[config.mk]
export PLATFORM = sky130hd
export DESIGN_NAME = tdiff_unit
export DESIGN_NICKNAME = d
export VERILOG_FILES = /design/src/rtl/tdu_pkg.sv /design/src/rtl/tdu_edge_gate.sv /design/src/rtl/tdu_fifo.sv /design/src/rtl/tdu_alu.sv /design/src/rtl/tdiff_unit.sv
export SDC_FILE = /design/constraint.sdc
export NUM_CORES = 1
export LEC_CHECK = 0
export CORE_MARGIN = 4
export CORE_UTILIZATION = 45
export CTS_CLUSTER_SIZE = 28
export DETAILED_ROUTE_END_ITERATION = 16
export GPL_TIMING_DRIVEN = 0
export PLACE_DENSITY = 0.76
export SLEW_MARGIN = 20
export SYNTH_ARGS = -nofsm -noshare
export SYNTH_HDL_FRONTEND = slang
export SYNTH_HIERARCHICAL = 1
export SYNTH_SLANG_ARGS = --single-unit
[constraint.sdc]
create_clock -name clk -period 4.3 [get_ports clk]
set_clock_uncertainty 0.05 [all_clocks]
set_input_delay 0.645 -clock clk [delete_from_list [all_inputs] [get_ports clk]]
set_output_delay 0.645 -clock clk [all_outputs]
set_load 0.02 [all_outputs]
[src/rtl/tdu_pkg.sv]
package tdu_pkg;
   localparam int W_SHORT = 18;
   localparam int W_MID   = 27;
   localparam int W_LONG  = 34;

   typedef enum logic [1:0] {
      WSEL_SHORT = 2'b00,
      WSEL_MID   = 2'b01,
      WSEL_LONG  = 2'b10,
      WSEL_ALT   = 2'b11
   } wsel_e;

   function automatic int sel_width(input logic [1:0] sel);
      case (wsel_e'(sel))
         WSEL_SHORT: return W_SHORT;
         WSEL_MID:   return W_MID;
         default:    return W_LONG;
      endcase
   endfunction
endpackage

[src/rtl/tdu_edge_gate.sv]
module tdu_edge_gate #(
   parameter int HOLDOFF = 6
) (
   input  logic clk,
   input  logic rst_n,
   input  logic pol,
   input  logic din,
   output logic acc
);
   logic prev_q;
   logic edge_hit;

   assign edge_hit = pol ? (prev_q & ~din) : (~prev_q & din);

   always_ff @(posedge clk or negedge rst_n) begin
      if (!rst_n) prev_q <= 1'b0;
      else        prev_q <= din;
   end

   generate
      if (HOLDOFF <= 1) begin : g_nohold
         assign acc = edge_hit;
      end else begin : g_hold
         localparam int HW = $clog2(HOLDOFF);
         logic [HW-1:0] hold_q;
         assign acc = edge_hit && (hold_q == '0);
         always_ff @(posedge clk or negedge rst_n) begin
            if (!rst_n)             hold_q <= '0;
            else if (acc)           hold_q <= HW'(HOLDOFF - 1);
            else if (hold_q != '0)  hold_q <= hold_q - 1'b1;
         end
      end
   endgenerate
endmodule

[src/rtl/tdu_fifo.sv]
module tdu_fifo #(
   parameter int W     = 36,
   parameter int DEPTH = 4,
   localparam int PW   = (DEPTH > 1) ? $clog2(DEPTH) : 1,
   localparam int LW   = $clog2(DEPTH + 1)
) (
   input  logic          clk,
   input  logic          rst_n,
   input  logic          push,
   input  logic [W-1:0]  din,
   input  logic          pop,
   output logic [W-1:0]  dout,
   output logic          empty,
   output logic          full,
   output logic [LW-1:0] level
);
   logic [W-1:0]  mem [DEPTH];
   logic [PW-1:0] wr_q, rd_q;
   logic          do_push, do_pop;

   assign empty   = (level == '0);
   assign full    = (level == LW'(DEPTH));
   assign do_push = push && !full;
   assign do_pop  = pop && !empty;
   assign dout    = mem[rd_q];

   function automatic logic [PW-1:0] step(input logic [PW-1:0] p);
      return (p == PW'(DEPTH - 1)) ? '0 : p + 1'b1;
   endfunction

   always_ff @(posedge clk or negedge rst_n) begin
      if (!rst_n) begin
         wr_q  <= '0;
         rd_q  <= '0;
         level <= '0;
      end else begin
         if (do_push) wr_q <= step(wr_q);
         if (do_pop)  rd_q <= step(rd_q);
         level <= level + LW'(do_push) - LW'(do_pop);
      end
   end

   always_ff @(posedge clk) begin
      if (do_push) mem[wr_q] <= din;
   end
endmodule

[src/rtl/tdu_alu.sv]
module tdu_alu
   import tdu_pkg::*;
#(
   parameter int CNT_W = 34,
   parameter int RES_W = 40
) (
   input  logic             clk,
   input  logic             rst_n,
   input  logic [1:0]       cfg_width,
   input  logic             head_valid,
   input  logic             head_sync,
   input  logic             head_event,
   input  logic [CNT_W-1:0] head_ts,
   output logic             pop,
   input  logic             res_ready,
   output logic             res_valid,
   output logic [RES_W-1:0] res_data,
   output logic             have_sync
);
   logic [CNT_W-1:0] last_sync_q;
   logic [CNT_W-1:0] ref_ts;
   logic [CNT_W-1:0] raw_diff;
   logic             emit;

   function automatic logic [RES_W-1:0] sext(input logic [CNT_W-1:0] d, input int w);
      logic [RES_W-1:0] r;
      for (int i = 0; i < RES_W; i++)
         r[i] = (i < w) ? d[i] : d[w-1];
      return r;
   endfunction

   assign pop      = head_valid && (!res_valid || res_ready);
   assign ref_ts   = head_sync ? head_ts : last_sync_q;
   assign raw_diff = head_ts - ref_ts;
   assign emit     = pop && head_event && (head_sync || have_sync);

   always_ff @(posedge clk or negedge rst_n) begin
      if (!rst_n) begin
         last_sync_q <= '0;
         have_sync   <= 1'b0;
         res_valid   <= 1'b0;
         res_data    <= '0;
      end else begin
         if (pop && head_sync) begin
            last_sync_q <= head_ts;
            have_sync   <= 1'b1;
         end
         if (emit) begin
            res_valid <= 1'b1;
            res_data  <= sext(raw_diff, sel_width(cfg_width));
         end else if (res_ready) begin
            res_valid <= 1'b0;
         end
      end
   end
endmodule

[src/rtl/tdiff_unit.sv]
module tdiff_unit
   import tdu_pkg::*;
#(
   parameter int CNT_W   = 34,
   parameter int RES_W   = 40,
   parameter int HOLDOFF = 6,
   parameter int DEPTH   = 4
) (
   input  logic             clk,
   input  logic             rst_n,
   input  logic [1:0]       cfg_width,
   input  logic             sync_pol,
   input  logic             event_pol,
   input  logic             sync_in,
   input  logic             event_in,
   input  logic             res_ready,
   output logic             res_valid,
   output logic [RES_W-1:0] res_data,
   output logic             ovf
);
   localparam int EW = CNT_W + 2;
   localparam int LW = $clog2(DEPTH + 1);

   generate
      if (CNT_W < W_LONG) begin : g_chk_cnt
         $error("CNT_W must cover the widest mode");
      end
      if (RES_W < CNT_W) begin : g_chk_res
         $error("RES_W must not be narrower than CNT_W");
      end
      if (DEPTH < 2) begin : g_chk_depth
         $error("DEPTH must be at least 2");
      end
      if (HOLDOFF < 1) begin : g_chk_hold
         $error("HOLDOFF must be at least 1");
      end
   endgenerate

   logic [CNT_W-1:0] cnt_q;
   logic             acc_sync, acc_event;
   logic             push, pop, fifo_empty, fifo_full;
   logic [EW-1:0]    wr_ent, rd_ent;
   logic [LW-1:0]    fifo_level;
   logic             have_sync;

   always_ff @(posedge clk or negedge rst_n) begin
      if (!rst_n) cnt_q <= '0;
      else        cnt_q <= cnt_q + 1'b1;
   end

   tdu_edge_gate #(.HOLDOFF(HOLDOFF)) u_sync_gate (
      .clk(clk), .rst_n(rst_n), .pol(sync_pol), .din(sync_in), .acc(acc_sync)
   );

   tdu_edge_gate #(.HOLDOFF(HOLDOFF)) u_event_gate (
      .clk(clk), .rst_n(rst_n), .pol(event_pol), .din(event_in), .acc(acc_event)
   );

   assign push   = acc_sync || acc_event;
   assign wr_ent = {acc_sync, acc_event, cnt_q};

   tdu_fifo #(.W(EW), .DEPTH(DEPTH)) u_fifo (
      .clk(clk), .rst_n(rst_n),
      .push(push), .din(wr_ent),
      .pop(pop), .dout(rd_ent),
      .empty(fifo_empty), .full(fifo_full), .level(fifo_level)
   );

   always_ff @(posedge clk or negedge rst_n) begin
      if (!rst_n)                ovf <= 1'b0;
      else if (push && fifo_full) ovf <= 1'b1;
   end

   tdu_alu #(.CNT_W(CNT_W), .RES_W(RES_W)) u_alu (
      .clk(clk), .rst_n(rst_n), .cfg_width(cfg_width),
      .head_valid(!fifo_empty),
      .head_sync(rd_ent[EW-1]),
      .head_event(rd_ent[EW-2]),
      .head_ts(rd_ent[CNT_W-1:0]),
      .pop(pop),
      .res_ready(res_ready), .res_valid(res_valid), .res_data(res_data),
      .have_sync(have_sync)
   );
endmodule

==> metrics.md <==
| Metric | Value |
|---|---|
| Met1 wire length | `11200 microns` |
| Finished Layout Cells | `between 1k and 1.5k` |
| Final setup TNS | `0 ns` |
| CTS buffer count | `28` |
| Core area | `27900 sq um` |
| DRC viols | `0` |
| Congestion Overflow GR | `0` |
| Syn Nets | `around 1000` |
| RSZ-0062 raised after global routing | `true` |
| Peak supply drop | `0.369 mV` |
| Gr usage total | `16.9%` |
| Largest family of logic cells by synthesized area | `multiplexers` |
| Filler instances | `2262` |
| Number of synthesized flops with an enable pin | `between 100 and 150` |
| Initial core utilization | `45.8%` |
| Placed cells | `1375` |
| Synth warnings | `6` |
| Chip height | `176 microns` |
| Die width | `between 150 and 200 microns` |
| Layout cells sized above 1 | `21.5%` |
| Max layer used | `met4` |
| Max cap viols | `0` |
| CP endpoint kind | `register` |
| Nets | `1107` |
| Primary FF master, synth | `edfxtp_1` |
| CTS sink cnt | `about 270` |
| Worst path bufs/invs | `6` |
| HPWL after DPL | `17900 microns` |
| Largest cells by area after synthesis | `edfxtp_1, dfrtp_1, mux4_2, ha_1, mux2_2` |
| Drt initial violations | `about 470` |
| Lkg Pwr | `5.83 nW` |
| Start point of the critical path | `u_fifo/rd_q[0]` |
| Xor and xnor fraction of the mapped netlist area | `3.64%` |
| I/O Buffers | `50` |
| Critical path depth | `17` |
| Ports | `between 50 and 60` |
| Fmax | `234 MHz` |
| Routed Antenna Nets | `0` |
| Crit path max-delay cell type | `mux4_2` |
| Cell variety after synth | `76` |
| Synth area leader | `edfxtp_1` |
| Register area share after synthesis | `57.7%` |
| Final Hold Violating Endpoints | `0` |
| RR Startpoint | `u_fifo/rd_q[0]` |
| Slew @ Worst Pin | `0.677 ns` |
| Vias in the first global route | `7996` |
| Post-route cell area | `about 15000 sq um` |
| CTS clk-pin slew, worst paths | `0.06 ns` |
| Hold_buf cts | `0` |
| Hold crit path type | `in2async` |
| Crit-path max cell delay | `between 0.5 and 0.6 ns` |
| Hold slack | `0.00593 ns` |
| WL per Instance | `18.1 microns` |
| Row count | `61` |
| Setup violators final | `0` |
| Routed wl met2 | `roughly 13000 microns` |
| Status | `finished, final reports clean` |
| Detailed Route WL | `26200 microns` |
| Root Buffer | `clkbuf_16` |
| DIE AREA | `31100 sq um` |
| Pins Over Slew Limit | `0` |
| Syn avg cell area | `~14 sq um` |
| Slew headroom | `between 50% and 60%` |
| Worst R2R Setup Slack | `0.02 ns` |
| Met3 WL post-DR | `1320 microns` |
| Gpl congestion | `slightly below 0.9` |
| Largest net degree at the start of global routing | `76` |
| Global-route wire length before repair | `42400 microns` |
| # diodes | `0` |
| Synth Area in Compound Gates | `9.04%` |
| CTS tree | `done` |
| Register area | `7350 sq um` |
| Required @ worst endpoint | `4.67 ns` |
| Critical path type | `reg2reg` |
| Via Count | `7784` |
| Post-synth top area share | `between 30% and 40%` |
| Worst-path fanout max | `6` |
| Crit path max-delay family | `compound AO/OA/AOI/OAI gates` |
| Synthesized flop and latch total | `265` |
| Dpl cell area | `13800 sq um` |
| Pre-Repair DR Iteration Count | `6` |
| Post-Syn Area | `12700 sq um` |
| Post-Synth Simple-Gate Area | `9.60%` |
| Multi-input logic area | `between 5000 and 6000 sq um` |
| Crit Reg-Reg Endpoint | `u_alu/res_data[28]` |
| Async SR Flop Fraction | `45.7%` |
| Mux contribution to synthesized area | `about 12%` |
| Ordered cell list for the critical path | `buf_12, mux4_2, buf_8, buf_12, buf_8, mux2i_1, ha_2, buf_4, a21o_1, a221o_1, nor2b_4, o31a_1, o21a_4, buf_4, o21ai_0, nor4b_4, nor3_2` |
| Dpl ws | `-0.592 ns` |
| H-tree level count | `1` |
| DR vias/cell | `5.37` |
| Clk buf depth | `3` |
| Area delta synth->final | `19.0%` |
| Adder-Cell Fraction of Synth Area | `4.83%` |
| Final worst path period share | `99.5%` |
| Crit start category | `register` |
| Crit path DAT | `4.65 ns` |
| Syn Inst Count | `942` |
| R2R cell count | `17` |
| Min cycle time layout | `4.28 ns` |
| Pwr Density | `a little under 900 nW/um^2` |
| Initial antenna violation count | `0` |
| Final WS setup | `~0.023 ns` |
| Worst-Skew Late Latency | `0.53 ns` |
==> flip-flops by register name, summed over array words and instances (netlist names) <==
signal,flops
u_alu/res_data,35
u_fifo/wr_q,2
ovf,1
u_sync_gate/prev_q,1
u_fifo/level,3
u_sync_gate/g_hold.hold_q,3
u_fifo/rd_q,2
u_alu/last_sync_q,34
u_alu/res_valid,1
cnt_q,34
u_event_gate/g_hold.hold_q,3
u_alu/have_sync,1
u_fifo/mem,144
u_event_gate/prev_q,1
==> timing repair <==
item,CTS,global route
cloned,1,0
endpoints found under the setup margin,19,10
resized for setup,35,23
pin swaps,14,9
buffers inserted,20,5
==> layout by cell type, fill, tap and decap left out, types with 9 or more instances in the layout <==
cell	n
nand2_1	53
a21oi_1	34
inv_1	36
xnor2_1	21
o21ai_0	40
edfxtp_1	144
mux4_2	36
nand2b_1	9
ha_1	43
clkbuf_1	16
nor3_1	15
clkbuf_16	29
nor2_1	50
dfrtp_1	121
xor2_1	32
mux2i_1	32
buf_4	33
clkdlybuf4s50_1	49
nand3_1	17
mux2_2	36
a21o_1	21
==> cells in the mapped netlist (8+ instances only) <==
library cell / count
nor3_1: 19
inv_1: 36
xnor2_1: 21
dfrtp_1: 121
nand3_1: 17
ha_1: 46
buf_4: 10
clkbuf_1: 11
o21a_1: 9
mux2_2: 36
nand2_1: 53
a31oi_1: 8
mux4_2: 36
nor2_1: 51
mux2i_1: 35
nand2b_1: 9
o21ai_0: 42
edfxtp_1: 144
a21o_1: 21
xor2_1: 32
a21oi_1: 35
==> final cells by class <==
class	instances	area share (%)
multi-input combinational	603	34.2
clock buffer	36	4.96
buffer	35	1.77
clock inverter	16	1.16
sequential	265	48.5
timing repair buffer	81	5.43
inverter	36	0.891
tap	378	3.12
==> worst max-delay path by stage <==
stage / slack [ns] / end
2_1_floorplan: 0.08 / u_alu/res_data[31]
3_3_place_gp: -2.39 / u_alu/res_data[31]
3_5_place_dp: -0.59 / u_alu/res_data[28]
4_1_cts: 0.02 / u_alu/res_data[33]
5_1_grt: -0.07 / u_alu/res_data[28]
6_report: 0.02 / u_alu/res_data[28]
==> metrics by stage <==
step	utilization, %	power [mW]
5_1_grt	54.4	14.3
3_5_place_dp	49.7	10.3
6_report	54.4	13.4
3_3_place_gp	49.3	10.1
4_1_cts	54.0	13.2
2_1_floorplan	-	8.56
==> layer usage <==
layer | GRT usage, % | vias up
met3 | 2.74 | 43
met2 | 29.7 | 192
met4 | 4.16 | 0
li1 | - | 3746
met5 | 0 | -
met1 | 22.2 | 3803
==> power by group <==
part,leakage (nW),switching [mW],internal (mW)
Clock,0.440,0.971,1.42
Combinational,2.75,3.99,3.55
Sequential,2.64,0.256,3.17
==> cell families (layout without fill, tap and decap cells) <==
family | after synthesis | after routing
and+or+nand+nor | 224 | 224
DFF | 265 | 265
adders and majority gates | 48 | 48
xor gates and xnor gates | 53 | 53
AOI/OAI and AO/OA | 171 | 171
muxes | 107 | 107
buffers and inverters | 74 | 204
Power figures use the tool's default switching activity.
